[config.mk]
export PLATFORM = sky130hd
export DESIGN_NAME = eeprom_page_writer
export DESIGN_NICKNAME = d
export VERILOG_FILES = /design/src/rtl/eeprom_pw_pkg.sv /design/src/rtl/eeprom_pw_phase.sv /design/src/rtl/eeprom_pw_pagebuf.sv /design/src/rtl/eeprom_pw_prog.sv /design/src/rtl/eeprom_page_writer.sv
export SDC_FILE = /design/constraint.sdc
export NUM_CORES = 1
export LEC_CHECK = 0
export ABC_AREA = 1
export BUFFER_PORTS_ARGS = -buffer_cell sky130_fd_sc_hd__buf_2
export CAP_MARGIN = 20
export CORE_MARGIN = 4
export CORE_UTILIZATION = 51
export DETAILED_ROUTE_END_ITERATION = 7
export GPL_ROUTABILITY_DRIVEN = 0
export PLACE_DENSITY_LB_ADDON = 0.1
export SLEW_MARGIN = 20
export SYNTH_ARGS = -nofsm -noshare
export SYNTH_HDL_FRONTEND = slang
export SYNTH_HIERARCHICAL = 1
export SYNTH_SLANG_ARGS = --single-unit
[constraint.sdc]
create_clock -name clk -period 4 [get_ports clk]
set_input_delay 0.2 -clock clk [delete_from_list [all_inputs] [get_ports clk]]
set_output_delay 0.2 -clock clk [all_outputs]
set_load 0.005 [all_outputs]
[src/rtl/eeprom_pw_pkg.sv]
package eeprom_pw_pkg;

  typedef enum logic [2:0] {
    PH_IDLE,
    PH_DEV,
    PH_AHI,
    PH_ALO,
    PH_DATA,
    PH_SKIP
  } phase_t;

  // Device byte selects this slave for a write.
  function automatic logic dev_write_match(input logic [7:0] b, input logic [6:0] a);
    return (b[7:1] == a) && (b[0] == 1'b0);
  endfunction

  // High address byte points into the array when its top bit is clear.
  function automatic logic hits_array(input logic [7:0] hi);
    return ~hi[7];
  endfunction

  // Word address: high byte with its two top bits masked, then low byte.
  function automatic logic [15:0] join_word(input logic [7:0] hi, input logic [7:0] lo);
    return {2'b00, hi[5:0], lo};
  endfunction

endpackage

[src/rtl/eeprom_pw_phase.sv]
module eeprom_pw_phase
  import eeprom_pw_pkg::*;
#(
  parameter logic [6:0] DEV_ADDR = 7'h50,
  parameter int ADDR_W = 14,
  parameter int PAGE_W = 6,
  localparam int PGN_W = ADDR_W - PAGE_W
) (
  input  logic              clk,
  input  logic              rst_n,
  input  logic              ev_start,
  input  logic              ev_stop,
  input  logic              rx_vld,
  input  logic [7:0]        rx_byte,
  input  logic              busy,
  output logic              ack_vld,
  output logic              ack,
  output logic              buf_we,
  output logic [PAGE_W-1:0] ptr,
  output logic [PGN_W-1:0]  page,
  output logic              stop_in_data,
  output logic              dev_phase
);

  phase_t            ph_q;
  logic [7:0]        hi_q;
  logic [PAGE_W-1:0] ptr_q;
  logic [PGN_W-1:0]  page_q;
  logic              ackv_q, ack_q;
  logic [15:0]       word_w;
  logic              byte_evt;

  assign byte_evt = rx_vld && !ev_start && !ev_stop;
  assign word_w   = join_word(hi_q, rx_byte);

  always_ff @(posedge clk) begin
    if (!rst_n) begin
      ph_q   <= PH_IDLE;
      hi_q   <= '0;
      ptr_q  <= '0;
      page_q <= '0;
      ackv_q <= 1'b0;
      ack_q  <= 1'b0;
    end else begin
      ackv_q <= 1'b0;
      ack_q  <= 1'b0;
      if (ev_start) begin
        ph_q <= PH_DEV;
      end else if (ev_stop) begin
        ph_q <= PH_IDLE;
      end else if (rx_vld) begin
        ackv_q <= 1'b1;
        unique case (ph_q)
          PH_DEV: begin
            if (dev_write_match(rx_byte, DEV_ADDR) && !busy) begin
              ack_q <= 1'b1;
              ph_q  <= PH_AHI;
            end else begin
              ph_q <= PH_SKIP;
            end
          end
          PH_AHI: begin
            ack_q <= 1'b1;
            hi_q  <= rx_byte;
            ph_q  <= PH_ALO;
          end
          PH_ALO: begin
            ack_q  <= 1'b1;
            ptr_q  <= word_w[PAGE_W-1:0];
            page_q <= word_w[ADDR_W-1:PAGE_W];
            ph_q   <= PH_DATA;
          end
          PH_DATA: begin
            if (hits_array(hi_q)) begin
              ack_q <= 1'b1;
              ptr_q <= ptr_q + 1'b1;
            end else begin
              ph_q <= PH_SKIP;
            end
          end
          default: ph_q <= ph_q;
        endcase
      end
    end
  end

  assign ack_vld      = ackv_q;
  assign ack          = ack_q;
  assign buf_we       = byte_evt && (ph_q == PH_DATA) && hits_array(hi_q);
  assign ptr          = ptr_q;
  assign page         = page_q;
  assign stop_in_data = ev_stop && !ev_start && (ph_q == PH_DATA);
  assign dev_phase    = (ph_q == PH_DEV);

endmodule

[src/rtl/eeprom_pw_pagebuf.sv]
module eeprom_pw_pagebuf #(
  parameter int PAGE_W = 6,
  localparam int PAGE_BYTES = 1 << PAGE_W
) (
  input  logic                  clk,
  input  logic                  rst_n,
  input  logic                  we,
  input  logic [PAGE_W-1:0]     wr_off,
  input  logic [7:0]            wdata,
  input  logic                  clr,
  input  logic [PAGE_W-1:0]     rd_off,
  output logic [7:0]            rdata,
  output logic [PAGE_BYTES-1:0] filled
);

  logic [PAGE_BYTES-1:0][7:0] data_q;
  logic [PAGE_BYTES-1:0]      fill_q;

  always_ff @(posedge clk) begin
    if (!rst_n) begin
      fill_q <= '0;
    end else if (clr) begin
      fill_q <= '0;
    end else if (we) begin
      fill_q[wr_off] <= 1'b1;
    end
  end

  always_ff @(posedge clk) begin
    if (we && !clr) data_q[wr_off] <= wdata;
  end

  assign rdata  = data_q[rd_off];
  assign filled = fill_q;

endmodule

[src/rtl/eeprom_pw_prog.sv]
module eeprom_pw_prog #(
  parameter int ADDR_W   = 14,
  parameter int PAGE_W   = 6,
  parameter int T_WR_CYC = 100,
  localparam int PAGE_BYTES = 1 << PAGE_W,
  localparam int PGN_W = ADDR_W - PAGE_W,
  localparam int CNT_W = $clog2(T_WR_CYC + PAGE_BYTES) + 1
) (
  input  logic                  clk,
  input  logic                  rst_n,
  input  logic                  launch,
  input  logic [PAGE_BYTES-1:0] fill_in,
  input  logic [PGN_W-1:0]      page_in,
  input  logic [7:0]            rd_data,
  output logic [PAGE_W-1:0]     rd_off,
  output logic                  busy,
  output logic                  mem_we,
  output logic [ADDR_W-1:0]     mem_addr,
  output logic [7:0]            mem_wdata
);

  logic                  busy_q;
  logic [CNT_W-1:0]      cnt_q;
  logic [PAGE_BYTES-1:0] pend_q;
  logic [PGN_W-1:0]      page_q;
  logic                  in_walk;
  logic [PAGE_W-1:0]     idx;

  always_ff @(posedge clk) begin
    if (!rst_n) begin
      busy_q <= 1'b0;
      cnt_q  <= '0;
      pend_q <= '0;
      page_q <= '0;
    end else if (launch) begin
      busy_q <= 1'b1;
      cnt_q  <= '0;
      pend_q <= fill_in;
      page_q <= page_in;
    end else if (busy_q) begin
      if (cnt_q == CNT_W'(T_WR_CYC - 1)) busy_q <= 1'b0;
      else cnt_q <= cnt_q + 1'b1;
    end
  end

  assign idx       = cnt_q[PAGE_W-1:0];
  assign in_walk   = busy_q && (cnt_q < CNT_W'(PAGE_BYTES));
  assign rd_off    = idx;
  assign busy      = busy_q;
  assign mem_we    = in_walk && pend_q[idx];
  assign mem_addr  = {page_q, idx};
  assign mem_wdata = rd_data;

endmodule

[src/rtl/eeprom_page_writer.sv]
module eeprom_page_writer
  import eeprom_pw_pkg::*;
#(
  parameter logic [6:0] DEV_ADDR = 7'h50,
  parameter int ADDR_W   = 14,
  parameter int PAGE_W   = 6,
  parameter int T_WR_CYC = 100,
  localparam int PAGE_BYTES = 1 << PAGE_W,
  localparam int PGN_W = ADDR_W - PAGE_W
) (
  input  logic              clk,
  input  logic              rst_n,
  input  logic              ev_start,
  input  logic              ev_stop,
  input  logic              rx_vld,
  input  logic [7:0]        rx_byte,
  output logic              ack_vld,
  output logic              ack,
  output logic              busy,
  output logic              mem_we,
  output logic [ADDR_W-1:0] mem_addr,
  output logic [7:0]        mem_wdata
);

  logic                  buf_we_w;
  logic [PAGE_W-1:0]     ptr_w;
  logic [PGN_W-1:0]      page_w;
  logic                  stop_in_data_w;
  logic                  dev_phase_w;
  logic [PAGE_BYTES-1:0] filled_w;
  logic [7:0]            buf_rdata_w;
  logic [PAGE_W-1:0]     rd_off_w;
  logic                  launch_w;
  logic                  buf_clr_w;

  assign launch_w  = stop_in_data_w && (|filled_w) && !busy;
  assign buf_clr_w = ev_start || ev_stop;

  eeprom_pw_phase #(
    .DEV_ADDR(DEV_ADDR), .ADDR_W(ADDR_W), .PAGE_W(PAGE_W)
  ) phase_i (
    .clk(clk), .rst_n(rst_n),
    .ev_start(ev_start), .ev_stop(ev_stop),
    .rx_vld(rx_vld), .rx_byte(rx_byte), .busy(busy),
    .ack_vld(ack_vld), .ack(ack),
    .buf_we(buf_we_w), .ptr(ptr_w), .page(page_w),
    .stop_in_data(stop_in_data_w), .dev_phase(dev_phase_w)
  );

  eeprom_pw_pagebuf #(.PAGE_W(PAGE_W)) buf_i (
    .clk(clk), .rst_n(rst_n),
    .we(buf_we_w), .wr_off(ptr_w), .wdata(rx_byte),
    .clr(buf_clr_w), .rd_off(rd_off_w),
    .rdata(buf_rdata_w), .filled(filled_w)
  );

  eeprom_pw_prog #(
    .ADDR_W(ADDR_W), .PAGE_W(PAGE_W), .T_WR_CYC(T_WR_CYC)
  ) prog_i (
    .clk(clk), .rst_n(rst_n),
    .launch(launch_w), .fill_in(filled_w), .page_in(page_w),
    .rd_data(buf_rdata_w), .rd_off(rd_off_w),
    .busy(busy), .mem_we(mem_we), .mem_addr(mem_addr), .mem_wdata(mem_wdata)
  );

endmodule

==> results.sh <==
export IMPL_diodes=0
export IMPL_fin_util_pct=57.6
export IMPL_syn_avg_cell_area_um2=9.91
export IMPL_crit_path_end_kind="output pin"
export IMPL_fillCellCount=4748
export IMPL_grt_busiest_layer="met2"
export IMPL_syn_num_nets=2907
export IMPL_dp_hpwl_um=47700
export IMPL_yosysSeqAreaShare_pct=65.6
export IMPL_die_area_um2=60100
export IMPL_post_route_period_util_pct=85.1
export IMPL_antenna_found_initial=0
export IMPL_drt_iter0_drc=2104
export IMPL_pre_cts_slack_ns=0.913
export IMPL_num_nets_final=2913
export IMPL_min_to="buf_i/data_q[266]$_DFFE_PP_"
export IMPL_finalHoldViolations=0
export IMPL_grt_overflow=0
export IMPL_timing_rr_start="phase_i/ph_q[1]$_SDFFE_PP0P_"
export IMPL_grt_pass1_wl_um=118000
export IMPL_clkTransAtPathRegs_ns=0.06
export IMPL_cp_required_ns=3.80
export IMPL_cap_violations=0
export IMPL_fin_ws_ns=0.595
export IMPL_worstHoldPathType="in2reg"
export IMPL_clkLatencyLatePin_ns=0.60
export IMPL_wirelength_um=76900
export IMPL_cts_tree="yes"
export IMPL_numClockSinks=684
export IMPL_portBuffers=38
export IMPL_status="completed"
export IMPL_htree_levels=3
export IMPL_worstSetupPathType="reg2out"
export IMPL_slew_limit_headroom_pct=32.8
export IMPL_drc_errors=0
export IMPL_finalClockSkew_ns=0.0150
export IMPL_clockRootBuffer="clkbuf_16"
export IMPL_place_area_um2=29500
export IMPL_dr_pass1_iters=5
export IMPL_final_area_um2=31900
export IMPL_io_pins=39
export IMPL_report_final_slew_viol_count=0
export IMPL_max_freq_mhz=294
export IMPL_syn_instance_count=2892
export IMPL_syn_cell_area_um2=28700
export IMPL_period_minus_slack_ns=3.40
export IMPL_synth_cell_types=40
export IMPL_ant_nets=0
export IMPL_critPathMaxFanout=71
export IMPL_via_per_inst=5.53
export IMPL_r2r_end="buf_i/data_q[118]$_DFFE_PP_"
export IMPL_leakage_nw=11.8
export IMPL_ys_ff_latch=684
export IMPL_holdPathStages=1
export IMPL_r2r_slack_ns=0.82
export IMPL_die_x_um=245
export IMPL_worstHoldStart="rx_byte[2]"
export IMPL_drive_gt1_share_pct=9.17
export IMPL_rsz0062_at_grt="false"
export IMPL_first_global_vias=19400
export IMPL_setup_viol=0
export IMPL_totalPowerFinal_mw=14.5
export IMPL_groute_layer_met1_usage_pct=38.0
export IMPL_synthToLayoutAreaGrowth_pct=11.3
export IMPL_tns_ns=0
export IMPL_numCtsBuffers=73
export IMPL_ys_warn_count=6
export IMPL_rr_worst_depth=9
export IMPL_worstSetupStartpointType="register"
export IMPL_whs_ns=0.181
export IMPL_place_inst=3565
export IMPL_gr_usage_met2_pct=39.0
export IMPL_wire_per_inst_um=20.8
export IMPL_grtUsageTotal_pct=25.5
export IMPL_powerDensity_nw_per_um2=453
export IMPL_num_rows=86
export IMPL_die_height_um=245
export IMPL_dr_total_vias=20500
export IMPL_core_area_um2=55400
export IMPL_use_met3_pct=3.95
export IMPL_ir_drop_v=0.000325
export IMPL_fin_cells=3703
export IMPL_crit_arrival_ns=3.20
export IMPL_start_util_pct=51.7
export IMPL_clk_path_buf_depth=3
export IMPL_grt_max_degree=147
export IMPL_worstMarginPinSlew_ns=1.00
-- worst max-delay path, stage by stage, from the launching register on --
cell,delay [ns]
dfxtp_4,0.43
inv_6,0.50
buf_4,0.43
nand2_1,0.09
nand3_1,0.17
nand3_1,0.10
nand2_1,0.12
nand2_1,0.06
nand3_1,0.18
nand3_1,0.17
nand2_1,0.17
buf_2,0.13
-- layout make-up --
class,instances,area [um^2],area share (%)
clock buffers,99,2050,6.43
clock inverters,33,278,0.870
inverters,159,617,1.93
multi-input cells,1865,8280,26.0
flip-flops and latches,684,18800,59.0
well taps,748,936,2.93
repair buffers,115,921,2.89
-- flip-flops by register name (all words and copies together), names as in the netlist, 3 cells and up --
register and count:
buf_i/data_q 512, phase_i/ptr 6, phase_i/ph_q 3, prog_i/cnt_q 9
buf_i/filled 64, phase_i/page 8, prog_i/pend_q 64, phase_i/hi_q 7
prog_i/page_q 8
-- kinds of logic after synthesis --
logic type	synth area share, %
flops	65.6
xor+xnor	0.305
buf+inv	5.51
simple gates	24.3
mux	0.0698
compound gates	4.12
fa+ha+maj	0.0873
-- report_power, final --
group | total, mW | leakage (nW) | internal [mW] | switching (mW)
clock | 6.65 | 1.15 | 3.92 | 2.74
combinational | 0.201 | 4.68 | 0.0329 | 0.168
sequential | 7.62 | 5.99 | 7.61 | 0.00243
total | 14.5 | 11.8 | 11.6 | 2.91
-- synth_stat cells, drive strengths merged --
master	count	share of area, %
nand3	475	8.3
edfxtp	512	54
nor4	11	0.48
nand2	850	11
or2	2	0.044
dfxtp	172	12
o21ai	107	1.9
clkbuf	64	0.85
nand4	4	0.087
buf	120	2.5
xnor2	2	0.061
nor3	15	0.46
xor2	8	0.24
a21oi	124	2.2
ha	2	0.087
mux2i	2	0.070
nor2	263	3.6
inv	159	2.1
-- cell usage in the layout (no fill, tap or decap), types with 8 or more instances in the layout --
| master | count |
|---|---|
| o21ai_0 | 99 |
| nor3_1 | 10 |
| dfxtp_1 | 168 |
| buf_2 | 38 |
| a21oi_1 | 118 |
| clkinv_2 | 14 |
| buf_12 | 11 |
| edfxtp_1 | 512 |
| inv_1 | 141 |
| xor2_1 | 8 |
| inv_2 | 13 |
| clkbuf_1 | 20 |
| clkbuf_16 | 79 |
| clkinv_1 | 13 |
| nand3_1 | 472 |
| buf_4 | 60 |
| nor2_1 | 255 |
| nand2_1 | 842 |
-- routing by layer --
layer  share of wire (%)  up-vias
li1                    -     9753
met4                 2.5        0
met2                  45      753
met1                  45     9860
met3                 7.7      130
met5                   0        -
-- timing repair --
item / CTS / global route
gates resized for setup: 0 / 0
hold buffers: 6 / 0
endpoints found under the hold margin: 6 / 0
setup buffers: 0 / 0
-- worst max-delay path by stage --
| stage | to | start | cells past startpoint | slack [ns] |
|---|---|---|---|---|
| finish | mem_wdata[4] | prog_i/cnt_q[0]$_SDFFE_PP0P_ | 11 | 0.60 |
| CTS | mem_wdata[4] | prog_i/cnt_q[0]$_SDFFE_PP0P_ | 11 | 0.59 |
| detailed placement | buf_i/data_q[57]$_DFFE_PP_ | phase_i/ph_q[1]$_SDFFE_PP0P_ | 9 | 0.91 |
| floorplan | buf_i/data_q[56]$_DFFE_PP_ | phase_i/ph_q[1]$_SDFFE_PP0P_ | 10 | 1.65 |
| global placement | buf_i/data_q[58]$_DFFE_PP_ | phase_i/ph_q[1]$_SDFFE_PP0P_ | 9 | 0.93 |
| global route | mem_wdata[4] | prog_i/cnt_q[0]$_SDFFE_PP0P_ | 11 | 0.45 |
Note: power is estimated with default switching activity, not from simulation.
